## config.mk

```make
export PLATFORM = sky130hd
export DESIGN_NAME = gf_top
export DESIGN_NICKNAME = d
export VERILOG_FILES = /design/src/rtl/gf_pkg.sv /design/src/rtl/gf_ctrl.sv /design/src/rtl/gf_datapath.sv /design/src/rtl/gf_top.sv
export SDC_FILE = /design/constraint.sdc
export NUM_CORES = 1
export LEC_CHECK = 0
export ABC_AREA = 1
export BUFFER_PORTS_ARGS = -buffer_cell sky130_fd_sc_hd__buf_2
export CAP_MARGIN = 20
export CORE_MARGIN = 3
export CORE_UTILIZATION = 55
export CTS_BUF_LIST = sky130_fd_sc_hd__clkbuf_4 sky130_fd_sc_hd__clkbuf_8 sky130_fd_sc_hd__clkbuf_16
export DETAILED_ROUTE_END_ITERATION = 7
export PLACE_DENSITY = 0.8
export SETUP_SLACK_MARGIN = 0.05
export SLEW_MARGIN = 0
export SYNTH_ARGS = -nofsm -noshare
export SYNTH_HDL_FRONTEND = slang
export SYNTH_SLANG_ARGS = --single-unit
```

## constraint.sdc

```tcl
create_clock -name clk -period 2.4 [get_ports clk]
set_input_delay 0.24 -clock clk [delete_from_list [all_inputs] [get_ports clk]]
set_output_delay 0.24 -clock clk [all_outputs]
set_load 0.03 [all_outputs]
```

## src/rtl/gf_pkg.sv

```systemverilog
package gf_pkg;
  // Strobes from the control to the datapath
  typedef struct packed {
    logic restart;  // clear prescaler and stability counter
    logic accept;   // load synchronized level into the output
  } gfStrobe_t;
endpackage

```

## src/rtl/gf_ctrl.sv

```systemverilog
module gf_ctrl
  import gf_pkg::*;
#(
  parameter int CFG_W   = 12,
  parameter int CNT_LSB = 4,
  parameter int CNT_W   = 4,
  parameter int SEL_LSB = 8,
  parameter int SEL_W   = 4,
  parameter int DEF_CNT = 9,
  parameter int DEF_SEL = 4
) (
  input  logic             clk,
  input  logic             rstN,
  input  logic [CFG_W-1:0] cfgWord,
  input  logic             syncIn,
  input  logic             filtOut,
  input  logic             preWrap,
  input  logic             stabLast,
  output logic [CNT_W-1:0] effCnt,
  output logic [SEL_W-1:0] effSel,
  output gfStrobe_t        strobe
);
  logic [CFG_W-1:0] prevCfg;
  logic             cfgChg;
  logic             mismatch;
  logic             bypass;
  logic [CNT_W-1:0] fieldCnt;
  logic [SEL_W-1:0] fieldSel;

  assign fieldCnt = cfgWord[CNT_LSB +: CNT_W];
  assign fieldSel = cfgWord[SEL_LSB +: SEL_W];
  assign cfgChg   = (cfgWord != prevCfg);
  assign mismatch = (syncIn != filtOut);
  assign bypass   = (effCnt == '0);

  always_ff @(posedge clk) begin
    prevCfg <= cfgWord;
    if (!rstN) begin
      if (cfgWord == '0) begin
        effCnt <= CNT_W'(DEF_CNT);
        effSel <= SEL_W'(DEF_SEL);
      end else begin
        effCnt <= fieldCnt;
        effSel <= fieldSel;
      end
    end else if (cfgChg) begin
      effCnt <= fieldCnt;
      effSel <= fieldSel;
    end
  end

  always_comb begin
    strobe.restart = cfgChg | ~mismatch;
    strobe.accept  = mismatch & (bypass | (preWrap & stabLast & ~cfgChg));
  end
endmodule

```

## src/rtl/gf_datapath.sv

```systemverilog
module gf_datapath
  import gf_pkg::*;
#(
  parameter int SYNC_STAGES = 2,
  parameter int CNT_W       = 4,
  parameter int SEL_W       = 4
) (
  input  logic             clk,
  input  logic             rstN,
  input  logic             pinRaw,
  input  logic [CNT_W-1:0] effCnt,
  input  logic [SEL_W-1:0] effSel,
  input  gfStrobe_t        strobe,
  output logic             syncIn,
  output logic             filtOut,
  output logic             preWrap,
  output logic             stabLast
);
  localparam int PRE_W = (1 << SEL_W) - 1;
  localparam logic [PRE_W-1:0] PRE_ONES = '1;

  logic [SYNC_STAGES-1:0] syncReg;
  logic [PRE_W-1:0]       preCnt;
  logic [PRE_W-1:0]       preMask;
  logic [CNT_W-1:0]       stabCnt;

  for (genvar g = 0; g < SYNC_STAGES; g++) begin : gSync
    if (g == 0) begin : gFirst
      always_ff @(posedge clk) syncReg[g] <= rstN ? pinRaw : 1'b0;
    end else begin : gNext
      always_ff @(posedge clk) syncReg[g] <= rstN ? syncReg[g-1] : 1'b0;
    end
  end

  assign syncIn   = syncReg[SYNC_STAGES-1];
  assign preMask  = ~(PRE_ONES << effSel);
  assign preWrap  = (preCnt == preMask);
  assign stabLast = (stabCnt == (effCnt - CNT_W'(1)));

  always_ff @(posedge clk) begin
    if (!rstN) begin
      preCnt  <= '0;
      stabCnt <= '0;
      filtOut <= 1'b0;
    end else if (strobe.accept) begin
      filtOut <= syncIn;
      preCnt  <= '0;
      stabCnt <= '0;
    end else if (strobe.restart) begin
      preCnt  <= '0;
      stabCnt <= '0;
    end else if (preWrap) begin
      preCnt  <= '0;
      stabCnt <= stabCnt + CNT_W'(1);
    end else begin
      preCnt  <= preCnt + PRE_W'(1);
    end
  end
endmodule

```

## src/rtl/gf_top.sv

```systemverilog
module gf_top
  import gf_pkg::*;
#(
  parameter int CFG_W       = 12,
  parameter int CNT_LSB     = 4,
  parameter int CNT_W       = 4,
  parameter int SEL_LSB     = 8,
  parameter int SEL_W       = 4,
  parameter int SYNC_STAGES = 2,
  parameter int DEF_CNT     = 9,
  parameter int DEF_SEL     = 4
) (
  input  logic             clk,
  input  logic             rstN,
  input  logic             pinRaw,
  input  logic [CFG_W-1:0] cfgWord,
  output logic             pinFilt
);
  logic             syncIn;
  logic             preWrap;
  logic             stabLast;
  logic [CNT_W-1:0] effCnt;
  logic [SEL_W-1:0] effSel;
  gfStrobe_t        strobe;

  gf_ctrl #(
    .CFG_W(CFG_W), .CNT_LSB(CNT_LSB), .CNT_W(CNT_W), .SEL_LSB(SEL_LSB),
    .SEL_W(SEL_W), .DEF_CNT(DEF_CNT), .DEF_SEL(DEF_SEL)
  ) uCtrl (
    .clk(clk), .rstN(rstN), .cfgWord(cfgWord), .syncIn(syncIn),
    .filtOut(pinFilt), .preWrap(preWrap), .stabLast(stabLast),
    .effCnt(effCnt), .effSel(effSel), .strobe(strobe)
  );

  gf_datapath #(
    .SYNC_STAGES(SYNC_STAGES), .CNT_W(CNT_W), .SEL_W(SEL_W)
  ) uData (
    .clk(clk), .rstN(rstN), .pinRaw(pinRaw), .effCnt(effCnt),
    .effSel(effSel), .strobe(strobe), .syncIn(syncIn), .filtOut(pinFilt),
    .preWrap(preWrap), .stabLast(stabLast)
  );
endmodule

```

==> run metrics, run 1 <==
drt total wl=3900 um; Core Area=3770 um^2; complex-gate fraction of the synthesized area=1.35%; CTS tree=done; TritonCTS Sinks=42; Max IR drop VDD=0.000556 V; Worst slew margin=71.8%; min-delay src=cfgWord[0]; DR iter-0 viols=88; clock-pin slew on the worst setup and hold paths=0.08 ns; Total GRT Usage=17.5%; met1 usage in global routing=20.0%; Synth Instances=312; Final Hold Viols=0; fill count=326; drt wl/cell=10.4 um; HPWL Detailed=2970 um; vias in the first global route=1716; total grt overflow=0; Antenna Nets Post-Route=0; DR vias=1790; syn_area_per_cell=7.14 um^2; # rows=22; Reg2Reg Depth=10; critical path class=reg2reg; CP Data Required Time=2.58 ns; largest net degree at the start of global routing=16; post-synthesis sequential area ratio=41.3%; Post-Synth Adder-Cell Area=2.25%; diodes inserted=0; Util after Layout=64.4%; Final Skew=0.00681 ns; RSZ-0062 raised after global routing=no; synthesized flop and latch total=42; fin crit share=88.1%; startpoint types=flop; Final Slew Violations=0; initial antenna violation count=0; CTS Buffer Depth=2; setup TNS=0 ns; # hold bufs at CTS=0; nets@finish=345; worst skew pair latency=0.30 ns; GR Layer Usage met2=30.5%; Fmax achieved=473 MHz; Residual DRC=0; Cell Area, Synth=2230 um^2; CTS buffer count=5; post-synth net total=331; critical path capture point type=flop; reg-to-reg slack, setup=0.29 ns; Worst-Margin Slew=0.423 ns; Die Width=69.7 um; Synth area leader=dfxtp_1; power density over the cells=583 nW/um^2; gp weighted congestion=0.879; Max-Cap Viols=0; status=completed; Tmin final=2.11 ns; crit path max fanout=15; worst min path class=in2reg; critical path arrival=2.30 ns; Hold WS=0.0750 ns; Post-Synth Simple-Gate Area=33.0%; Critical Path Most Common Cell=nand2_1; Max H-tree Level=2; Starting Density=59.1%; # IOs=16; Synth Area in XOR/XNOR=11.4%; Yosys warnings=0; R2R Path End=uData.preCnt[4]; crit path cell chain=inv_2 -> nor2_1 -> xor2_1 -> nand2_1 -> nor2_2 -> nand3_1 -> nand2_1 -> nand2_1 -> nand3_2 -> nor2_1; first-pass GRT wire length=6860 um; Resized Gates After CTS=0; most crowded layer after global routing=met2; Final setup viols=0; grt met3 use=4.64%; I/O Buffers=15; Pleak=0.00113 uW; CP peak stage delay=0.61 ns; Area Growth Syn to Fin=8.93%; Yosys cell types=25; layout cell share with drive strength beyond 1=9.79%; critical path's slowest cell=edfxtp_1; die area=4850 um^2; WHS Endpoint=uCtrl.prevCfg[0]; vias per cell=4.77; Hold Path Cell Cnt=1; drt first pass iters=4; Post-CTS Setup Bufs=0; die extent in y=69.7 um; combinational family with the most area after synthesis=simple AND/OR/NAND/NOR gates; clk root buf=clkbuf_8; multiplexer share of the synthesized area=0%; share of the synthesized area in the top cell type=30.5%; r2r startpoint=uCtrl.effSel[3]; top post-synthesis cells by area=dfxtp_1, nand2_1, edfxtp_1
[layout by cell type (no fill, tap or decap), types with 3 or more instances in the layout]
| cell type | netlist | final |
|---|---|---|
| nand3_1 | 19 | 19 |
| dfxtp_1 | 34 | 34 |
| nand2_1 | 91 | 91 |
| o21ai_0 | 4 | 4 |
| xnor2_1 | 12 | 12 |
| nand4_1 | 5 | 5 |
| nand3b_1 | 3 | 3 |
| xor2_1 | 17 | 17 |
| ha_1 | 4 | 4 |
| buf_2 | 1 | 15 |
| nor3_1 | 4 | 4 |
| nor2_1 | 40 | 40 |
| edfxtp_1 | 8 | 8 |
| clkbuf_8 | 0 | 5 |
| inv_1 | 49 | 49 |
[critical path, delay by kind of cell (launching register included)]
kind | cells | cell delay (ns)
flops | 1 | 0.61
buf+inv | 1 | 0.14
simple gates | 8 | 1.08
xor+xnor | 1 | 0.16
[sequential cells by signal, indices dropped and copies added, names as in the netlist]
register,count
uData.preCnt,15
uData.filtOut,1
uCtrl.effSel,4
uCtrl.prevCfg,12
uData.syncReg,1
uData.stabCnt,4
uData.syncIn,1
uCtrl.effCnt,4
[area by class of cell]
cell class	instances	area, um^2	share of cell area, %
tap	48	60.1	2.47
timing repair buffer	15	75.1	3.09
inverter	51	191	7.89
clock inverter	2	33.8	1.39
clock buffer	6	76.3	3.14
multi-input combinational	211	1070	44.1
sequential	42	921	37.9
[logic make-up (layout without fill, tap and decap cells)]
| logic type | after synthesis | after routing |
|---|---|---|
| adders and majority gates | 4 | 4 |
| DFF | 42 | 42 |
| AOI/OAI and AO/OA | 6 | 6 |
| buffers and inverters | 59 | 74 |
| and+or+nand+nor | 172 | 172 |
| xor gates and xnor gates | 29 | 29 |
[Yosys cell counts]
cell      number
nand2_1       91
inv_1         49
nor2_1        40
dfxtp_1       34
nand3_1       19
xor2_1        17
xnor2_1       12
edfxtp_1       8
clkbuf_1       5
nand4_1        5
ha_1           4
nor3_1         4
o21ai_0        4
nand3b_1       3
buf_6          2
inv_2          2
nand2_2        2
nor2_2         2
nor4_1         2
o21ai_1        2
buf_2          1
nand3_2        1
nor2_4         1
nor3_2         1
or2_2          1
[worst max path at each step]
stage                       end            start  cells past startpoint
3_5_place_dp    uData.preCnt[4]  uCtrl.effSel[3]                     10
3_3_place_gp    uData.preCnt[1]  uCtrl.effSel[3]                     10
5_1_grt        uData.preCnt[11]  uCtrl.effSel[1]                     12
2_1_floorplan  uData.preCnt[13]  uCtrl.effCnt[0]                     14
4_1_cts         uData.preCnt[4]  uCtrl.effSel[3]                     10
6_report        uData.preCnt[4]  uCtrl.effSel[3]                     10
[per-stage QoR]
stage	cells	instance area (um^2)	total power (uW)	setup WS, ns
2_1_floorplan	312	2230	847	0.586
5_1_grt	375	2430	1480	0.0533
3_5_place_dp	367	2320	880	0.306
4_1_cts	375	2430	1430	0.287
6_report	375	2430	1420	0.286
3_3_place_gp	367	2320	876	0.357
[power breakdown]
group          switching [uW]  internal, uW  leakage [uW]
combinational            62.2          46.2      0.000709
sequential               17.4           738      0.000364
clock                     234           318     0.0000563
total                     313          1100       0.00113
[layer usage]
metal / part of all wire [%] / wire length, um / vias up
met5: 0 / 0 / -
met4: 2.2 / 85 / 0
met3: 3.7 / 146 / 7
met2: 49 / 1920 / 30
met1: 45 / 1740 / 782
li1: - / - / 971
Power figures use the tool's default switching activity.
==> run 2, diff against run 1 <==
CORE_ASPECT_RATIO = 0.5   (was unset)
SETUP_SLACK_MARGIN = unset   (was 0.05)
==> run 2 against run 1 <==
Compared with the run above: critical path type unchanged; global-route usage grew 1.8 points; count of clock-buffer cells in the layout shrank 1; core utilization grew 1.5 points; highest routed layer unchanged; die area grew 0.96%.
==> run metrics, run 2 (synthesis gave the netlist of run 1 again) <==
nets@finish=345; DR vias=1813; total grt overflow=0; Largest register FFs=15; worst skew pair latency=0.30 ns; min-delay src=cfgWord[2]; # IOs=16; WHS Endpoint=uCtrl.prevCfg[2]; Residual DRC=0; I/O Buffers=15; startpoint types=flop; HPWL Detailed=3150 um; top flop regs=uData.preCnt x15, uCtrl.prevCfg x12; crit path cell chain=nor2_4 -> nand2_1 -> nand2_1 -> nand2_1 -> inv_1 -> nand4_1 -> nor2_1 -> nand3_1 -> nand2_1 -> nand2_1 -> nand3_2 -> nor2_1; CTS tree=done; largest net degree at the start of global routing=16; drt first pass iters=4; Starting Density=60.9%; drt total wl=4020 um; Final Skew=0.00194 ns; Reg2Reg Depth=12; status=completed; number of buffers and inverters on the critical path=1; clock-pin slew on the worst setup and hold paths=0.08 ns; RSZ-0062 raised after global routing=no; Hold WS=0.0811 ns; Worst-Margin Slew=0.415 ns; Die Width=96.0 um; Fmax achieved=487 MHz; Biggest register=uData.preCnt; die extent in y=51.0 um; Resized Gates After CTS=0; Critical Path Most Common Cell=nand2_1; TritonCTS Sinks=42; critical path's slowest cell=edfxtp_1; first-pass GRT wire length=7270 um; initial antenna violation count=0; CTS buffer count=5; Hold Path Cell Cnt=1; R2R Path End=uData.preCnt[14]; Max-Cap Viols=0; fin crit share=85.6%; Util after Layout=65.9%; setup TNS=0 ns; Max H-tree Level=2; most frequent cells in the layout=nand2_1, inv_1, nor2_1, dfxtp_1, nand3_1; worst setup margin=0.346 ns; reg-to-reg slack, setup=0.35 ns; diodes inserted=0; Antenna Nets Post-Route=0; CP Data Required Time=2.58 ns; critical path capture point type=flop; critical path arrival=2.24 ns; Area Growth Syn to Fin=8.20%; Pleak=0.00112 uW; drt wl/cell=10.6 um; Total GRT Usage=19.4%; worst slack, placed=0.357 ns; cell family with the largest share of critical-path delay=simple AND/OR/NAND/NOR gates; gp weighted congestion=0.875; vias in the first global route=1709; commonest non-fill, non-tap cell in the layout=nand2_1; CP peak stage delay=0.57 ns; Max IR drop VDD=0.000515 V; critical path class=reg2reg; worst min path class=in2reg; Worst slew margin=72.1%; # rows=15; layout cell share with drive strength beyond 1=10.1%; vias per cell=4.80; # hold bufs at CTS=0; clk root buf=clkbuf_8; Post-CTS Setup Bufs=0; DR iter-0 viols=82; crit path max fanout=15; r2r startpoint=uCtrl.effSel[3]; total power draw=1320 uW; Tmin final=2.05 ns; Final Slew Violations=0; power density over the cells=548 nW/um^2; Core Area=3660 um^2; Final Hold Viols=0; Final setup viols=0; die area=4900 um^2; CTS Buffer Depth=2
## run 2: cell count changes in the layout (fill, tap and decap cells not counted)
cell / previous run / this run
clkbuf_4: 1 / 0
clkinv_1: 1 / 0
clkinvlp_4: 0 / 1
clkinv_2: 0 / 1
clkinv_4: 0 / 1
bufinv_16: 1 / 0
## run 2: per-stage QoR
stage | instances | area (um^2)
after global routing | 378 | 2410
after global placement | 370 | 2320
after CTS | 378 | 2410
final | 378 | 2410
after detailed placement | 370 | 2320
after floorplan | 312 | 2230
## run 2: layout make-up
type,count,area (um^2)
fillers,309,1250
multi-input cells,211,1070
flip-flops and latches,42,921
inverters,51,191
repair buffers,15,75.1
clock buffers,5,68.8
well taps,51,63.8
clock inverters,3,21.3
## run 2: worst max-delay path by stage
stage / endpoint / slack, ns / cells past startpoint / startpoint
final: uData.preCnt[14] / 0.35 / 12 / uCtrl.effSel[3]
after global routing: uData.preCnt[5] / 0.09 / 12 / uCtrl.effSel[3]
after CTS: uData.preCnt[14] / 0.35 / 10 / uCtrl.effSel[1]
after detailed placement: uData.preCnt[14] / 0.36 / 12 / uCtrl.effSel[3]
after global placement: uData.preCnt[12] / 0.45 / 12 / uCtrl.effSel[1]
after floorplan: uData.preCnt[13] / 0.59 / 14 / uCtrl.effCnt[0]
## run 2: power breakdown
| part | internal [uW] | switching [uW] | leakage, uW |
|---|---|---|---|
| combinational | 46.2 | 64.0 | 0.000709 |
| clock | 204 | 251 | 0.0000441 |
| sequential | 737 | 17.9 | 0.000364 |
## run 2: layer usage
metal | up-vias | part of all wire, % | global-route usage, %
met2 | 42 | 45 | 32.2
met1 | 789 | 48 | 24.3
li1 | 973 | - | -
met4 | 0 | 1.5 | 7.31
met5 | - | 0 | 0
met3 | 9 | 4.8 | 4.85
## run 2: worst reg2reg max path, stage by stage (launching register included)
cell      delay (ns)
edfxtp_1        0.57
nor2_4          0.24
nand2_1         0.08
nand2_1         0.06
nand2_1         0.04
inv_1           0.05
nand4_1         0.08
nor2_1          0.20
nand3_1         0.10
nand2_1         0.11
nand2_1         0.09
nand3_2         0.24
nor2_1          0.08
